<file path="config.mk">
export PLATFORM = sky130hd
export DESIGN_NAME = mesi_line_ctl
export DESIGN_NICKNAME = d
export VERILOG_FILES = /design/src/rtl/mesi_line_pkg.sv /design/src/rtl/mesi_req_arb.sv /design/src/rtl/mesi_next_state.sv /design/src/rtl/mesi_line_regs.sv /design/src/rtl/mesi_line_ctl.sv
export SDC_FILE = /design/constraint.sdc
export NUM_CORES = 1
export LEC_CHECK = 0
export BUFFER_PORTS_ARGS = -buffer_cell sky130_fd_sc_hd__buf_2
export CAP_MARGIN = 20
export CORE_MARGIN = 2
export CORE_UTILIZATION = 44
export DETAILED_ROUTE_END_ITERATION = 16
export PLACE_DENSITY = 0.68
export RECOVER_POWER = 100
export SLEW_MARGIN = 20
export SYNTH_ARGS = -nofsm -noshare
export SYNTH_HDL_FRONTEND = slang
export SYNTH_HIERARCHICAL = 1
export SYNTH_SLANG_ARGS = --single-unit
</file>
<file path="constraint.sdc">
create_clock -name clk -period 1.89 [get_ports clk]
set_input_delay 0.189 -clock clk [delete_from_list [all_inputs] [get_ports clk]]
set_output_delay 0.189 -clock clk [all_outputs]
set_load 0.05 [all_outputs]
</file>
<file path="src/rtl/mesi_line_pkg.sv">
package mesi_line_pkg;
  typedef enum logic [1:0] {
    ST_I = 2'd0,
    ST_S = 2'd1,
    ST_E = 2'd2,
    ST_M = 2'd3
  } mesi_t;

  // request order doubles as priority: highest index wins
  localparam int unsigned REQ_PR_RD  = 0;
  localparam int unsigned REQ_PR_WR  = 1;
  localparam int unsigned REQ_EXT_RD = 2;
  localparam int unsigned REQ_EXT_WR = 3;
  localparam int unsigned NUM_REQ    = 4;

  typedef struct packed {
    logic fill_l2_mem;
    logic fill_l1_l2;
    logic wr_l2;
    logic wb_l1;
    logic wb_l2;
  } act_t;
endpackage

</file>
<file path="src/rtl/mesi_req_arb.sv">
module mesi_req_arb #(
  parameter int unsigned NREQ = 4
) (
  input  logic [NREQ-1:0] req,
  output logic [NREQ-1:0] gnt
);
  // fixed priority, highest index first
  always_comb begin
    logic taken;
    taken = 1'b0;
    gnt   = '0;
    for (int i = NREQ - 1; i >= 0; i--) begin
      if (req[i] && !taken) begin
        gnt[i] = 1'b1;
        taken  = 1'b1;
      end
    end
  end
endmodule

</file>
<file path="src/rtl/mesi_next_state.sv">
module mesi_next_state
  import mesi_line_pkg::*;
#(
  parameter int unsigned NREQ = NUM_REQ
) (
  input  logic [NREQ-1:0] gnt,
  input  logic            l1_present,
  input  logic            l2_present,
  input  mesi_t           l1_q,
  input  mesi_t           l2_q,
  input  logic            pend_q,
  output mesi_t           l1_d,
  output mesi_t           l2_d,
  output act_t            act_d,
  output logic            pend_d,
  output logic            st_en
);
  mesi_t eff1, eff2;

  always_comb begin
    eff2 = l2_present ? l2_q : ST_I;
    eff1 = (l1_present && l2_present) ? l1_q : ST_I;
  end

  always_comb begin
    l1_d   = eff1;
    l2_d   = eff2;
    act_d  = '0;
    pend_d = 1'b0;
    if (pend_q) begin
      // write-back went out last cycle; now drop both copies
      l1_d = ST_I;
      l2_d = ST_I;
    end else if (gnt[REQ_EXT_WR]) begin
      if (eff1 == ST_M) begin
        act_d.wb_l1 = 1'b1;
        pend_d      = 1'b1;
      end else if (eff2 == ST_M) begin
        act_d.wb_l2 = 1'b1;
        pend_d      = 1'b1;
      end else begin
        l1_d = ST_I;
        l2_d = ST_I;
      end
    end else if (gnt[REQ_EXT_RD]) begin
      if (eff1 == ST_M) begin
        act_d.wb_l1 = 1'b1;
        l1_d        = ST_S;
        l2_d        = ST_E;
      end else if (eff2 == ST_M) begin
        act_d.wb_l2 = 1'b1;
        l2_d        = ST_E;
        l1_d        = (eff1 != ST_I) ? ST_S : ST_I;
      end
    end else if (gnt[REQ_PR_WR]) begin
      unique case (eff1)
        ST_I: begin
          act_d.fill_l2_mem = (eff2 == ST_I);
          act_d.fill_l1_l2  = 1'b1;
          act_d.wr_l2       = 1'b1;
          l1_d              = ST_E;
          l2_d              = ST_M;
        end
        ST_S: begin
          act_d.wr_l2 = 1'b1;
          l1_d        = ST_E;
          l2_d        = ST_M;
        end
        default: l1_d = ST_M;
      endcase
    end else if (gnt[REQ_PR_RD]) begin
      if (eff1 == ST_I) begin
        act_d.fill_l1_l2 = 1'b1;
        if (eff2 == ST_I) begin
          act_d.fill_l2_mem = 1'b1;
          l2_d              = ST_E;
          l1_d              = ST_S;
        end else begin
          l1_d = (eff2 == ST_M) ? ST_E : ST_S;
        end
      end
    end
  end

  assign st_en = pend_q | (|gnt) | (eff1 != l1_q) | (eff2 != l2_q);
endmodule

</file>
<file path="src/rtl/mesi_line_regs.sv">
module mesi_line_regs
  import mesi_line_pkg::*;
(
  input  logic  clk,
  input  logic  rst_n,
  input  logic  st_en,
  input  mesi_t l1_d,
  input  mesi_t l2_d,
  input  act_t  act_d,
  input  logic  pend_d,
  output mesi_t l1_q,
  output mesi_t l2_q,
  output act_t  act_q,
  output logic  pend_q
);
  always_ff @(posedge clk or negedge rst_n) begin
    if (!rst_n) begin
      l1_q <= ST_I;
      l2_q <= ST_I;
    end else if (st_en) begin
      l1_q <= l1_d;
      l2_q <= l2_d;
    end
  end

  always_ff @(posedge clk or negedge rst_n) begin
    if (!rst_n) begin
      act_q  <= '0;
      pend_q <= 1'b0;
    end else begin
      act_q  <= act_d;
      pend_q <= pend_d;
    end
  end


  legal_pair_chk: assert property (@(posedge clk) disable iff (!rst_n)
    (l2_q != ST_S) && (l1_q != ST_M || l2_q == ST_M) && (l1_q == ST_I || l2_q != ST_I));


  inval_after_wb_chk: assert property (@(posedge clk) disable iff (!rst_n)
    pend_q |=> (l1_q == ST_I && l2_q == ST_I));


  pend_has_wb_chk: assert property (@(posedge clk) disable iff (!rst_n)
    pend_q |-> $onehot({act_q.wb_l1, act_q.wb_l2}));


  single_wb_chk: assert property (@(posedge clk) disable iff (!rst_n)
    $onehot0({act_q.wb_l1, act_q.wb_l2}));


  l1_fill_valid_chk: assert property (@(posedge clk) disable iff (!rst_n)
    act_q.fill_l1_l2 |-> (l1_q != ST_I && l2_q != ST_I));


  write_through_chk: assert property (@(posedge clk) disable iff (!rst_n)
    act_q.wr_l2 |-> (l1_q == ST_E && l2_q == ST_M));
endmodule

</file>
<file path="src/rtl/mesi_line_ctl.sv">
module mesi_line_ctl
  import mesi_line_pkg::*;
(
  input  logic       clk,
  input  logic       rst_n,
  input  logic       pr_rd,
  input  logic       pr_wr,
  input  logic       ext_rd,
  input  logic       ext_wr,
  input  logic       l1_present,
  input  logic       l2_present,
  output logic [1:0] l1_state,
  output logic [1:0] l2_state,
  output logic       fill_l2_mem,
  output logic       fill_l1_l2,
  output logic       wr_l2,
  output logic       wb_l1,
  output logic       wb_l2
);
  localparam int unsigned NREQ = NUM_REQ;

  logic [NREQ-1:0] req, gnt;
  mesi_t           l1_q, l2_q, l1_d, l2_d;
  act_t            act_d, act_q;
  logic            pend_d, pend_q, st_en;

  always_comb begin
    req             = '0;
    req[REQ_PR_RD]  = pr_rd;
    req[REQ_PR_WR]  = pr_wr;
    req[REQ_EXT_RD] = ext_rd;
    req[REQ_EXT_WR] = ext_wr;
  end

  mesi_req_arb #(.NREQ(NREQ)) u_arb (
    .req (req),
    .gnt (gnt)
  );

  mesi_next_state #(.NREQ(NREQ)) u_next (
    .gnt        (gnt),
    .l1_present (l1_present),
    .l2_present (l2_present),
    .l1_q       (l1_q),
    .l2_q       (l2_q),
    .pend_q     (pend_q),
    .l1_d       (l1_d),
    .l2_d       (l2_d),
    .act_d      (act_d),
    .pend_d     (pend_d),
    .st_en      (st_en)
  );

  mesi_line_regs u_regs (
    .clk    (clk),
    .rst_n  (rst_n),
    .st_en  (st_en),
    .l1_d   (l1_d),
    .l2_d   (l2_d),
    .act_d  (act_d),
    .pend_d (pend_d),
    .l1_q   (l1_q),
    .l2_q   (l2_q),
    .act_q  (act_q),
    .pend_q (pend_q)
  );

  assign l1_state    = l1_q;
  assign l2_state    = l2_q;
  assign fill_l2_mem = act_q.fill_l2_mem;
  assign fill_l1_l2  = act_q.fill_l1_l2;
  assign wr_l2       = act_q.wr_l2;
  assign wb_l1       = act_q.wb_l1;
  assign wb_l2       = act_q.wb_l2;
endmodule

</file>
==> run metrics, run 1 <==
n_diodes=0; post-synth net total=slightly below 80; Placer Congestion=0.8799; Peak VDD IR=approximately 0.75 mV; via count=approximately 630; initial core utilization=45.92%; Ys Warns=6; power density over the cells=~700 nW/um^2; Worst EP required=approximately 2.1 ns; first-pass GRT wire length=between 2 and 3 mm; Hold Violations, Final=0; Critical path origin=u_regs/l2_q[1]$_DFFE_PN0P_; crit path capture type=flop; Tmin final=around 1.7 ns; Crit path largest cell delay=between 0.4 and 0.5 ns; number of max-cap violations=0; CTS Buffer Depth=2; slowest stage cell, crit path=dfrtp_1; clk_lat worst skew=about 0.26 ns; post-DR wirelength/cell=14.07 um; Post-Syn Area=slightly below 700 um^2; CP Buf/Inv Count=0; FF-to-FF End=u_regs/l1_q[1]$_DFFE_PN0P_; initial antenna violation count=0; GRT overflow=0; DPL Wire Length=1.096 mm; DIE HEIGHT=43.19 um; Worst Hold End=u_regs/pend_q$_DFF_PN0_; total power=0.5541 mW; storage element area=around 250 um^2; ys flop type=dfrtp_1; relative slew slack=about three fifths; unrepaired setup endpoints after global routing=no; CP max FO=9; Ports=17; Least-Margin Pin Slew=around 0.6 ns; cell family with most CP delay=multiplexers; first-pass detailed-route iteration total=4; fraction of registers with async set/reset=100.0%; Tot GR Track Use=between 10% and 20%; Num CTS Buffers=3; CP startpoint kind=flop; Worst R2R Path Depth=5; Fin Setup TNS=0 ns; R2R Path Start=u_regs/l2_q[1]$_DFFE_PN0P_; Clock Pin Slew Worst Setup and Hold Paths=~0.06 ns; # resized after CTS=0; Seq/Total Area, Yosys=a little under two fifths; footprint of the multi-input gates=approximately 380 um^2; post-route clock period utilization=88.07%; die area=between 1500 and 2000 um^2; critical path class=reg2reg; CTS tree=done; largest net degree at the start of global routing=15; Worst Path Arrival=between 1.5 and 2 ns; Hold Path Stages=3; hold path startpoint=ext_wr; Synth Instances=71; #FFs+latches synth=10; Synth cell types=36; Post-CTS Setup Repair Bufs=0; area grow syn2layout=15.00%; Max Slew Vio Count=0; Worst Hold Class=in2reg; Lkg Pwr=about 0.33 nW; CP Cell Sequence=and3_1, nor2_1, mux2_1, o32ai_2, mux2_2; CORE AREA=1471 um^2; Clock Root Buffer=clkbuf_4; Detailed Route Iter0 Violations=12; H-tree Lvls=1; run status=finished clean; final wirelength=around 1.5 mm; vias in the first global route=between 500 and 600; endpoints failing setup=0; skew final=about 0.0035 ns; Port Buffers=16; ANT nets after route=0; number of flops mapped to enable cells by yosys=0; highest clock rate=around 600 MHz; Syn Area/Cell=between 9 and 10 um^2; DR vias/cell=a little over 6; share of cells above drive strength 1=between 20% and 30%; Die X-Extent=43.19 um; Util after Layout=around 53%; Fill cells=152; CTS Sinks=10; drt drc=0; nets=98; FF-to-FF setup slack=approximately 0.23 ns; Core Rows=14
-- cell usage after synthesis (2+ instances only) --
master    count  share of area, %
dfrtp_1      10                37
nor2_1        6               3.3
a21oi_1       4               3.0
mux2_2        4               6.7
nand2_1       4               2.2
nand3_1       4               3.0
and3_1        3               2.8
nor3_1        3               2.2
o21ai_0       3               2.2
clkbuf_1      2               1.1
nand4_1       2               1.9
nor2b_1       2               1.9
-- kinds of logic (layout without fill, tap and decap cells) --
family	after synthesis	in the layout	share of synthesized area, %
AND/OR/NAND/NOR	35	35	31.30
flip-flops	10	10	37.04
AO/OA/AOI/OAI	16	16	18.33
buffers and inverters	5	23	4.445
multiplexers	5	5	8.888
-- sequential cells by signal (all words and copies together) (netlist names) --
| register | flops |
|---|---|
| u_regs/act_q | 5 |
| u_regs/l1_q | 2 |
| u_regs/l2_q | 2 |
| u_regs/pend_q | 1 |
-- routing by layer --
metal / global-route usage (%) / wire length (um) / part of all wire (%) / vias up
li1: - / - / - / 309
met1: 23.73 / 679 / 46 / 298
met2: 26.57 / 652 / 44 / 25
met3: 8.936 / 125 / 8.5 / 2
met4: 4.848 / 20 / 1.4 / 0
met5: 0 / 0 / 0 / -
-- placed cells by master (no fill, tap or decap), drive strengths merged, types with 2 or more instances in the layout --
master,count
nand3,5
nand2,5
nor2b,2
buf,7
nand4,3
o21ai,3
clkbuf,14
and3,3
a21oi,4
mux2,5
nor2,6
nor3,4
dfrtp,10
-- tightest hold or removal path, stage by stage --
cell and delay, ns:
buf_2 0.18, nand2b_1 0.10, a21oi_1 0.04
-- how the worst max path moves through the flow --
stage	slack (ns)	cells after the start	endpoint
final	0.23	5	u_regs/l1_q[1]$_DFFE_PN0P_
after global routing	0.14	5	u_regs/l1_q[1]$_DFFE_PN0P_
after CTS	0.26	5	u_regs/l1_q[1]$_DFFE_PN0P_
after detailed placement	0.20	6	u_regs/l2_q[0]$_DFFE_PN0P_
after global placement	0.20	6	u_regs/l1_q[1]$_DFFE_PN0P_
after floorplan	0.13	5	u_regs/l1_q[1]$_DFFE_PN0P_
-- through the flow --
stage               area (um^2)  std cells  hold WS (ns)  setup WS, ns
floorplan                 675.6         71       -0.1066        0.1265
global placement          757.0        100       0.05077        0.1996
detailed placement        757.0        100       0.05297        0.1992
CTS                       803.3        105        0.2662        0.2559
global route              777.0        105        0.2960        0.1430
finish                    777.0        105        0.2777        0.2255
-- timing repair --
| action | 4_1_cts | 5_1_grt |
|---|---|---|
| endpoints found under the setup margin | 0 | 0 |
| hold buffers | 1 | 0 |
| endpoints found under the hold margin | 10 | 0 |
-- area by class of cell --
class,instances,share of cell area (%)
sequential,10,32.21
multi-input combinational,56,49.11
tap,16,2.576
inverter,1,0.4831
timing repair buffer,18,10.95
clock buffer,4,4.670
-- power by group --
group,internal [mW],switching (mW),total [mW]
combinational,0.0424,0.0848,0.127
sequential,0.223,0.0158,0.239
clock,0.117,0.0708,0.188
total,0.383,0.171,0.554
Note: power is estimated with default switching activity, not from simulation.
==> run 2: changes to the inputs <==
CELL_PAD_IN_SITES_DETAIL_PLACEMENT = 1   (was unset)
CELL_PAD_IN_SITES_GLOBAL_PLACEMENT = 2   (was unset)
CORE_ASPECT_RATIO = 0.8   (was unset)
CORE_UTILIZATION = 30   (was 44)
PLACE_DENSITY = unset   (was 0.68)
PLACE_DENSITY_LB_ADDON = 0.1   (was unset)
==> run 2 against run 1 <==
  * Critical path depth unchanged
  * Critical path type unchanged
  * Critical endpoint unchanged
  * Highest routed layer is now met3
  * Power up 2.3%
  * Clock-buffer cell count stayed put
  * Hold slack gained 0.060 ns
  * Sequential power about the same
==> run metrics, run 2 (synthesis results as in run 1) <==
post-DR wirelength/cell=16.38 um (+16%); Worst Path Arrival=1.93 ns (+0.06 ns); Least-Margin Pin Slew=0.5914 ns (-0.005757 ns); Peak VDD IR=0.4731 mV (-37%); drt drc=0 (unchanged); post-route clock period utilization=91.07% (+3.0 points); Worst EP required=2.10 ns (about the same); run status=finished clean; area grow syn2layout=17.41%; initial core utilization=31.58% (-14 points); ANT nets after route=0 (unchanged); critical path class=reg2reg; largest net degree at the start of global routing=14 (-1); CTS Buffer Depth=2 (unchanged); Clock Pin Slew Worst Setup and Hold Paths=0.07 ns (about the same); share of cells above drive strength 1=21.98% (-0.49 points); number of max-cap violations=0 (unchanged); initial antenna violation count=0 (unchanged); die area=2650 um^2 (+42%); max reg flops=5 (unchanged); Port Buffers=16 (unchanged); n_diodes=0 (unchanged); Hold Violations, Final=0 (unchanged); relative slew slack=60.74% (+0.38 points); Fin Setup TNS=0 ns (unchanged); Final Cell Area=793.3 um^2 (+2.1%); Detailed Route Iter0 Violations=17 (+5); highest clock rate=581.0 MHz (-3.3%); total power=0.5671 mW (+2.3%); first-pass GRT wire length=3.008 mm (+20%); H-tree Lvls=1 (unchanged); final wirelength=1.900 mm (+29%); Tot GR Track Use=15.53% (-2.6 points); CP max FO=9 (unchanged); Tmin final=1.721 ns (+0.05678 ns); first-pass detailed-route iteration total=4 (unchanged); CP startpoint kind=flop; clk_lat worst skew=0.27 ns (about the same); CORE AREA=2140 um^2 (+45%); Lkg Pwr=0.3301 nW (-0.22%); DPL Wire Length=1.375 mm (+25%); commonest non-fill, non-tap cells in the layout=clkbuf_1 (12), dfrtp_1 (10), nor2_1 (6); endpoints failing setup=0 (unchanged); GRT overflow=0 (unchanged); Ports=17 (unchanged); Num CTS Buffers=3 (unchanged); DR vias/cell=5.560 (-7.9%); vias in the first global route=554 (-4.3%); power density over the cells=714.8 nW/um^2 (+0.24%); dpl cells=111 (+11%); top flop regs=u_regs/act_q (5), u_regs/l1_q (2), u_regs/l2_q (2); via count=645 (+1.7%); worst slack, placed=0.1846 ns (-0.01461 ns); DIE HEIGHT=46.45 um (+7.5%); Util after Layout=37.08% (-16 points); Max Slew Vio Count=0 (unchanged); most common cell after layout, fill and taps aside=clkbuf_1; Area after DPL=783.3 um^2 (+3.5%); WHS=0.3380 ns (+0.06030 ns); CTS Sinks=10 (unchanged); Layout Cells excl Fill=116 (+10%); unrepaired setup endpoints after global routing=no; Placer Congestion=0.7595 (-14%); CTS tree=done; crit path capture type=flop; skew final=0.005018 ns (+0.001474 ns); Worst Hold Class=in2reg; register ranked first by flip-flop count=u_regs/act_q; Die X-Extent=57.06 um (+32%); nets=100 (+2.0%); Clock Root Buffer=clkbuf_4; Post-CTS Setup Repair Bufs=0 (unchanged); final worst slack=0.1687 ns (-0.05678 ns); Core Rows=15 (+1)
-- run 2: layer usage --
metal / part of all wire, % / up-vias / global-route usage (%)
li1: - / 311 / -
met1: 52 / 320 / 21.98
met2: 43 / 14 / 22.76
met3: 4.7 / 0 / 5.899
met4: 0 / 0 / 2.791
met5: 0 / - / 0
-- run 2: report_power, final --
| part | total, mW | leakage [nW] | internal (mW) | switching, mW |
|---|---|---|---|---|
| combinational | 0.134 | 0.172 | 0.0454 | 0.0889 |
| sequential | 0.238 | 0.137 | 0.223 | 0.0150 |
| clock | 0.195 | 0.0210 | 0.117 | 0.0776 |
-- run 2: final timing paths --
check,from,end,slack [ns],cells past startpoint
setup / recovery,u_regs/l2_q[1]$_DFFE_PN0P_,u_regs/l1_q[1]$_DFFE_PN0P_,0.17,5
hold / removal,l1_present,u_regs/pend_q$_DFF_PN0_,0.34,3
setup reg to reg,u_regs/l2_q[1]$_DFFE_PN0P_,u_regs/l1_q[1]$_DFFE_PN0P_,0.17,5
hold reg to reg,u_regs/l1_q[0]$_DFFE_PN0P_,u_regs/l1_q[0]$_DFFE_PN0P_,0.61,1
max in group asynchronous,rst_n,u_regs/l1_q[0]$_DFFE_PN0P_,1.10,2
min in group asynchronous,rst_n,u_regs/act_q[2]$_DFF_PN0_,0.42,2
-- run 2: repair_timing --
action | CTS | global route
hold buffers | 1 | 0
resized for setup | 0 | 0
endpoints found under the hold margin | 10 | 0
-- run 2: cell type report --
class / instances / area [um^2]
multi-input combinational: 56 / 376.6
fill: 271 / 1346
clock buffer: 4 / 36.28
inverter: 1 / 3.754
sequential: 10 / 250.2
tap: 25 / 31.28
timing repair buffer: 20 / 95.09
-- run 2: critical path, cell delays in order (launching register included) --
cell and delay, ns:
dfrtp_1 0.48, and3_1 0.27, nor2_1 0.14, mux2_4 0.31, o32ai_1 0.25, mux2_2 0.20
==> run 3: changes to the inputs <==
ABC_CLOCK_PERIOD_IN_PS = 1890   (was unset)
BUFFER_PORTS_ARGS = -buffer_cell sky130_fd_sc_hd__clkbuf_2   (was -buffer_cell sky130_fd_sc_hd__buf_2)
==> run 3 against run 2 <==
  * Global-route usage increased by 0.24 points
  * Flip-flop and latch count unchanged
  * Power is 7.8% lower
  * Sequential power barely moved
  * Fmax grew 5.5%
  * Register-to-register slack improved by 0.09 ns
  * Hold slack worse by 0.0082 ns
  * Design area is 0.32% lower
  * Via count down 1.9%
  * Clock-buffer cell count is 1 lower
  * Setup slack improved by 0.090 ns
  * Critical path type unchanged
==> run metrics, run 3 (synthesis results as in run 1) <==
run status=finished clean; Clock Root Buffer=clkbuf_4; area grow syn2layout=17.04%; CP Cell Sequence=nand4_1, and3_1, a311o_1, a21oi_1, mux2_2; Clock Power Share=29.1% (-5.2 points); highest clock rate=612.9 MHz (+5.5%); max reg flops=5 (unchanged); CTS Buffer Depth=2 (unchanged); Worst Hold End=u_regs/act_q[1]$_DFF_PN0_; post-DR wirelength/cell=15.97 um (-2.5%); Lkg Pwr=0.3267 nW (-1.0%); Die X-Extent=57.06 um (unchanged); die area=2650 um^2 (unchanged); largest net degree at the start of global routing=14 (unchanged); post-route clock period utilization=86.32% (-4.7 points); n_diodes=0 (unchanged); FF-to-FF setup slack=0.26 ns (+0.09 ns); number of max-cap violations=0 (unchanged); CP max FO=7 (-2); Hold Violations, Final=0 (unchanged); Layout Cells excl Fill=116 (unchanged); ANT nets after route=0 (unchanged); Worst EP required=2.11 ns (about the same); CP Buf/Inv Count=0 (unchanged); via count=633 (-1.9%); most common cell after layout, fill and taps aside=clkbuf_1; cell family with most CP delay=simple AND/OR/NAND/NOR gates; DPL Wire Length=1.362 mm (-0.90%); Pint=0.3415 mW (-11%); Worst Hold Class=in2reg; Max Slew Vio Count=0 (unchanged); first-pass detailed-route iteration total=4 (unchanged); Port Buffers=16 (unchanged); crit path capture type=flop; final wirelength=1.852 mm (-2.5%); Worst Path Arrival=1.85 ns (-0.08 ns); CORE AREA=2140 um^2 (unchanged); register ranked first by flip-flop count=u_regs/act_q; DIE HEIGHT=46.45 um (unchanged); R2R Path Start=u_regs/l1_q[1]$_DFFE_PN0P_; switching component of the power=0.1813 mW (-0.10%); Hold Path Stages=3 (unchanged); M3 GR Usage=4.213% (-1.7 points); H-tree Lvls=1 (unchanged); GR Util met2=24.14% (+1.4 points); CTS Sinks=10 (unchanged); share of cells above drive strength 1=21.98% (unchanged); Peak VDD IR=0.4165 mV (-12%); slowest stage cell, crit path=dfrtp_1; Tmin final=1.632 ns (-0.08976 ns); CP startpoint kind=flop; critical path class=reg2reg; nets=101 (+1.0%); endpoints failing setup=0 (unchanged); Fill cells=278 (+2.6%); initial antenna violation count=0 (unchanged); vias in the first global route=600 (+8.3%); top flop regs=u_regs/act_q (5), u_regs/l1_q (2), u_regs/l2_q (2); Placer Congestion=0.7304 (-3.8%); FF-to-FF End=u_regs/l2_q[1]$_DFFE_PN0P_; Ports=17 (unchanged); # resized after CTS=0 (unchanged); Crit path largest cell delay=0.46 ns (-0.02 ns); GRT overflow=0 (unchanged); skew final=0.002379 ns (-0.002640 ns); Reg power frac=45.5% (+3.5 points); Combinational Power Share=25.5% (+1.8 points); CTS tree=done; unrepaired setup endpoints after global routing=no; Worst R2R Path Depth=5 (unchanged); relative slew slack=59.82% (-0.92 points); dpl cells=112 (+0.90%); initial core utilization=31.58% (unchanged); power density over the cells=661.1 nW/um^2 (-7.5%); commonest non-fill, non-tap cells in the layout=clkbuf_1 (12), dfrtp_1 (10), nor2_1 (6); drt drc=0 (unchanged); Detailed Route Iter0 Violations=25 (+8); clk_lat worst skew=0.27 ns (about the same); Core Rows=15 (unchanged); DR vias/cell=5.457 (-1.9%); Least-Margin Pin Slew=0.6054 ns (+0.01392 ns); first-pass GRT wire length=2.987 mm (-0.70%); Clock Pin Slew Worst Setup and Hold Paths=0.06 ns (about the same); most utilized layer in the global route result=met2; Switching Share=34.68% (+2.7 points); hold path startpoint=l1_present; Fin Setup TNS=0 ns (unchanged); M1 GR Usage=21.64% (-0.34 points); Num CTS Buffers=3 (unchanged); Tot GR Track Use=15.77% (+0.24 points)
run 3: final cells by class:
type | instances | area, um^2 | share of cell area (%)
clock buffers | 3 | 22.52 | 2.848
inverters | 1 | 3.754 | 0.4747
multi-input cells | 56 | 380.4 | 48.10
flip-flops and latches | 10 | 250.2 | 31.65
well taps | 25 | 31.28 | 3.956
repair buffers | 21 | 102.6 | 12.97
run 3: worst register-to-register path, delay by kind of cell (launching register included):
family	cells	cell delay [ns]
flops	1	0.46
mux	1	0.16
simple gates	2	0.49
compound gates	2	0.47
run 3: worst max-delay path by stage:
stage	start	end	slack [ns]	cells after the start
after floorplan	u_regs/l2_q[1]$_DFFE_PN0P_	u_regs/l1_q[1]$_DFFE_PN0P_	0.13	5
after global placement	ext_rd	u_regs/l1_q[1]$_DFFE_PN0P_	0.18	6
after detailed placement	ext_rd	u_regs/l1_q[1]$_DFFE_PN0P_	0.22	6
after CTS	u_regs/l2_q[1]$_DFFE_PN0P_	u_regs/l1_q[1]$_DFFE_PN0P_	0.29	5
after global routing	u_regs/l2_q[0]$_DFFE_PN0P_	u_regs/l1_q[1]$_DFFE_PN0P_	0.15	5
final	u_regs/l1_q[1]$_DFFE_PN0P_	u_regs/l2_q[1]$_DFFE_PN0P_	0.26	5
run 3: through the flow:
step / setup WS (ns) / area [um^2] / total power, mW / util, % / hold WS (ns)
final: 0.2585 / 790.8 / 0.5228 / 36.96 / 0.3298
after global routing: 0.1459 / 790.8 / 0.5514 / 36.96 / 0.3476
after CTS: 0.2917 / 823.3 / 0.5397 / 38.48 / 0.2698
after detailed placement: 0.2240 / 790.8 / 0.3814 / 36.96 / 0.07783
after global placement: 0.1831 / 790.8 / 0.3821 / 36.96 / 0.07796
after floorplan: 0.1265 / 675.6 / 0.3396 / - / -0.1066
run 3: layer usage:
layer / routed length, um / vias to the layer above / share of wire (%)
li1: - / 313 / -
met1: 952 / 295 / 51
met2: 775 / 20 / 42
met3: 100 / 5 / 5.4
met4: 24 / 0 / 1.3
met5: 0 / - / 0
run 3: power by group through the flow:
stage / registers (mW) / logic [mW] / clock network (mW)
after global placement: 0.243 / 0.140 / 0
final: 0.238 / 0.133 / 0.152
after CTS: 0.238 / 0.141 / 0.160
after detailed placement: 0.242 / 0.139 / 0
after floorplan: 0.273 / 0.0664 / 0
after global routing: 0.240 / 0.146 / 0.166
run 3: what timing repair did:
| item | in CTS | in global routing |
|---|---|---|
| setup endpoints to repair | 0 | 0 |
| buffers inserted | 0 | 0 |
| endpoints found under the hold margin | 10 | 0 |
| hold buffers | 1 | 0 |
